File: config.mk
export PLATFORM = sky130hd
export DESIGN_NAME = shift_add_mul
export DESIGN_NICKNAME = d
export VERILOG_FILES = /design/src/rtl/shift_add_mul.sv
export SDC_FILE = /design/constraint.sdc
export NUM_CORES = 1
export LEC_CHECK = 0
export CORE_MARGIN = 2
export CORE_UTILIZATION = 45
export CTS_CLUSTER_SIZE = 30
export DETAILED_ROUTE_END_ITERATION = 8
export MAX_ROUTING_LAYER = met4
export PLACE_DENSITY = 0.85
export SLEW_MARGIN = 15
export SYNTH_ARGS = -nofsm -noshare
export SYNTH_HDL_FRONTEND = slang
export SYNTH_SLANG_ARGS = --single-unit
File: constraint.sdc
create_clock -name clk -period 2.15 [get_ports clk]
set_clock_uncertainty 0.2 [all_clocks]
set_input_delay 0.3225 -clock clk [delete_from_list [all_inputs] [get_ports clk]]
set_output_delay 0.3225 -clock clk [all_outputs]
set_load 0.05 [all_outputs]
File: src/rtl/shift_add_mul.sv
module shift_add_mul #(
  parameter int N = 8
) (
  input  logic           clk,
  input  logic           rst_n,
  input  logic           start,
  input  logic [N-1:0]   mcand,
  input  logic [N-1:0]   mplier,
  output logic           busy,
  output logic           done,
  output logic [2*N-1:0] product
);
  localparam int CW = $clog2(N + 1);

  typedef enum logic [1:0] {S_IDLE, S_RUN, S_DONE} state_t;

  state_t        state;
  logic [N-1:0]  m_q, a_q, q_q;
  logic          c_q;
  logic [CW-1:0] cnt_q;
  logic [N:0]    sum;
  logic          accept;

  assign accept  = start && (state != S_RUN);
  assign sum     = q_q[0] ? ({1'b0, a_q} + {1'b0, m_q}) : {c_q, a_q};
  assign busy    = (state == S_RUN);
  assign done    = (state == S_DONE);
  assign product = {a_q, q_q};

  always_ff @(posedge clk or negedge rst_n) begin
    if (!rst_n) begin
      state <= S_IDLE;
      m_q   <= '0;
      a_q   <= '0;
      q_q   <= '0;
      c_q   <= 1'b0;
      cnt_q <= '0;
    end else if (accept) begin
      state <= S_RUN;
      m_q   <= mcand;
      q_q   <= mplier;
      a_q   <= '0;
      c_q   <= 1'b0;
      cnt_q <= '0;
    end else if (state == S_RUN) begin
      c_q   <= 1'b0;
      a_q   <= sum[N:1];
      q_q   <= {sum[0], q_q[N-1:1]};
      cnt_q <= cnt_q + 1'b1;
      if (cnt_q == CW'(N - 1)) state <= S_DONE;
    end else if (state == S_DONE) begin
      state <= S_IDLE;
    end
  end

  AST_LOAD_CLEARS: assert property (@(posedge clk) disable iff (!rst_n)
    accept |=> (busy && a_q == '0 && q_q == $past(mplier) && m_q == $past(mcand)));

  AST_DONE_ONE_CYCLE: assert property (@(posedge clk) disable iff (!rst_n)
    done |=> !done);

  AST_DONE_AFTER_RUN: assert property (@(posedge clk) disable iff (!rst_n)
    $rose(done) |-> $past(busy));

  AST_BUSY_IGNORES_START: assert property (@(posedge clk) disable iff (!rst_n)
    (busy && start) |=> $stable(m_q));

  AST_RESULT_HOLDS: assert property (@(posedge clk) disable iff (!rst_n)
    (!busy && !start) |=> $stable(product));

  AST_RESTART_IN_DONE: assert property (@(posedge clk) disable iff (!rst_n)
    (done && start) |=> busy);
endmodule

==> out/qor.yml <==
max_stage_delay_ns: 0.43
dieHeight_um: 64.84
clk_pin_slew_ns: 0.07
arrival_ns: 2.08
num-nets-final: 237
max_freq_ghz: 0.4754
path_buf_inv: 1
r2r-end: "a_q[5]$_DFFE_PN0P_"
worst_ep_required_time_ns: 2.12
io_buffers: 36
timing.critical_path.from: "a_q[0]$_DFFE_PN0P_"
seqCellArea_um2: 754.5
place_congestion: 0.8117
setup_violations: 0
worst_path_max_delay_cell: "dfrtp_2"
drive_gt1_share_pct: 19.32
dp_hpwl_um: 2744
path_class: "reg2reg"
hp-class: "in2async"
grt_usage_pct: 21.40
outcome: "completed"
rsz0062_at_grt: "yes"
relSlewSlack_pct: 65.94
path_cells: "ha_4 -> inv_2 -> fa_2 -> nor2b_4 -> o31a_1 -> o31ai_4 -> mux2i_1 -> a221o_1"
io_pins: 37
maxCapViolCount: 0
crit_family: "compound AO/OA/AOI/OAI gates"
synth_cell_types: 39
final.period_utilization_pct: 97.83
peakVddDrop_uv: 1066
grt_overflow: 0
antenna_found_initial: 0
routed_via_density: 5.427
fp.dieW_um: 64.84
synth.area.top_cells: "dfrtp_1 (45%), ha_1 (8.3%), mux2i_1 (6.0%)"
finalHoldViolCount: 0
layout_common_cells: "clkdlybuf4s50_1 (32), dfrtp_1 (27), nand2_1 (16)"
start_util_pct: 46.18
cts_root_buf: "clkbuf_8"
synth_ff_type: "dfrtp_1"
pwr_density_cell_nw_per_um2: 1763
yosys.area.top_type: "dfrtp_1"
r2r_slack_ns: 0.05
crit_fanout: 3
rr_worst_depth: 8
synth_edf_count: 0
post-route-min-period_ns: 2.103
syn_to_final_growth_pct: 38.24
finalSetupTns_ns: 0
cp-endpoint: "a_q[5]$_DFFE_PN0P_"
drt_iter0_markers: 34
syn_avg_cell_area_um2: 10.47
h-tree-depth: 2
n_fill_cell: 296
rows: 22
dr_total_vias: 1384
die_area_um2: 4204
synth_area_um2: 1665
synth_seq_cells: 30
fp.coreArea_um2: 3606
layout_commonest_cell: "clkdlybuf4s50_1"
route.detailed.drc: 0
multi_input_area_um2: 880.8
p_leak_nw: 1.008
synth_top_area_share_pct: 45.08
syn-num-nets: 190
design_area_um2: 2302
cts.path.max_buffers: 2
n_antenna_cell: 0
yosysWarnings: 0
hold_buffers: 0
grt_pass1_wl_um: 6561
worst_setup_path_end_kind: "register"
cts_tree: "built"
max_slew.worst_pin.slew_ns: 0.5110
yosysSeqAreaShare_pct: 45.08
cts_inserted_buffers: 5
r2r-start: "a_q[0]$_DFFE_PN0P_"
drtPass1Iterations: 4
wire_per_inst_um: 14.75
clock_sinks: 30
async_flop_share_pct: 100.0
grt_max_degree: 31
crit_path_start_kind: "register"
grt_pass1_vias: 1439
clk_latency_ns: 0.29
detail-route-antenna-nets: 0
drt_wl_total_um: 3762
synthCells: 159
place_area_um2: 2151
maxSlewViolCount: 0
crit_cells: 8
-- worst min path at each step --
| stage | cells past startpoint | slack (ns) | endpoint |
|---|---|---|---|
| 4_1_cts | 2 | 0.23 | a_q[6]$_DFFE_PN0P_ |
| 3_3_place_gp | 2 | 0.30 | q_q[3]$_DFFE_PN0P_ |
| 3_5_place_dp | 2 | 0.31 | q_q[5]$_DFFE_PN0P_ |
| 2_1_floorplan | 0 | -0.17 | a_q[0]$_DFFE_PN0P_ |
| 6_report | 2 | 0.22 | a_q[6]$_DFFE_PN0P_ |
| 5_1_grt | 2 | 0.26 | a_q[6]$_DFFE_PN0P_ |
-- cells in the mapped netlist (2+ instances only) --
cell type   n
dfrtp_1    30
nand2_1    16
o21ai_0    15
ha_1       11
mux2i_1    10
a21oi_1     8
mux2_2      8
nor2_1      8
inv_1       6
clkbuf_1    5
nand3_1     4
xnor2_1     4
a211o_1     3
a31oi_1     3
a22o_1      2
nand2b_1    2
nand3b_1    2
-- metal layers --
layer	track usage, %	up-vias	wire [um]
met5	-	-	0
met4	11.70	0	142
met3	5.382	14	181
met2	33.12	38	1808
met1	25.64	665	1630
li1	-	667	-
-- where the power goes --
part	switching, W	internal (W)	total, W
registers	0.000229	0.000816	0.00104
logic	0.00132	0.000980	0.00230
clock network	0.000223	0.000494	0.000717
-- final cells by class --
cell class | instances | area share, %
Clock buffer | 6 | 3.587
Clock inverter | 2 | 2.609
Inverter | 7 | 1.141
Multi-Input combinational cell | 116 | 38.26
Sequential cell | 30 | 32.77
Tap cell | 48 | 2.609
Timing Repair Buffer | 46 | 19.02
-- stage by stage --
stage,hold WS [ns],power [W],setup WS (ns),util (%),std cells
after floorplan,-0.1731,0.002603,-0.05463,-,159
after global placement,0.2958,0.003227,0.05433,59.65,246
after detailed placement,0.3059,0.003302,0.004242,59.65,246
after CTS,0.2255,0.004055,0.002027,63.60,254
after global routing,0.2633,0.004342,-0.04168,63.84,255
final,0.2200,0.004058,0.04658,63.84,255
-- logic make-up (layout without fill, tap and decap cells) --
logic type      Yosys count  in the layout  synth area share (%)
fa+ha+maj                12             12                 9.466
compound gates           44             44                 17.81
xor+xnor                  5              5                 2.629
mux                      18             18                 11.42
buf+inv                  13             61                 3.005
flops                    30             30                 45.08
simple gates             37             37                 10.59
-- repair_timing --
item,4_1_cts,5_1_grt
pin swaps,0,2
gates resized for setup,1,2
buffers inserted,0,1
endpoints found under the setup margin,1,3
-- flip-flops by register name (all words and copies together), names as in the netlist --
| signal | cells |
|---|---|
| m_q | 8 |
| a_q | 8 |
| q_q | 8 |
| state | 2 |
| cnt_q | 4 |
-- worst reg2reg max path: cells and delay by family, from the launching register on --
family / cells / cell delay [ns]
AOI/OAI and AO/OA: 3 / 0.75
adders and majority gates: 2 / 0.40
buffers and inverters: 1 / 0.05
DFF: 1 / 0.43
muxes: 1 / 0.10
and+or+nand+nor: 1 / 0.05
No activity file was read; power rests on OpenSTA's default activity.
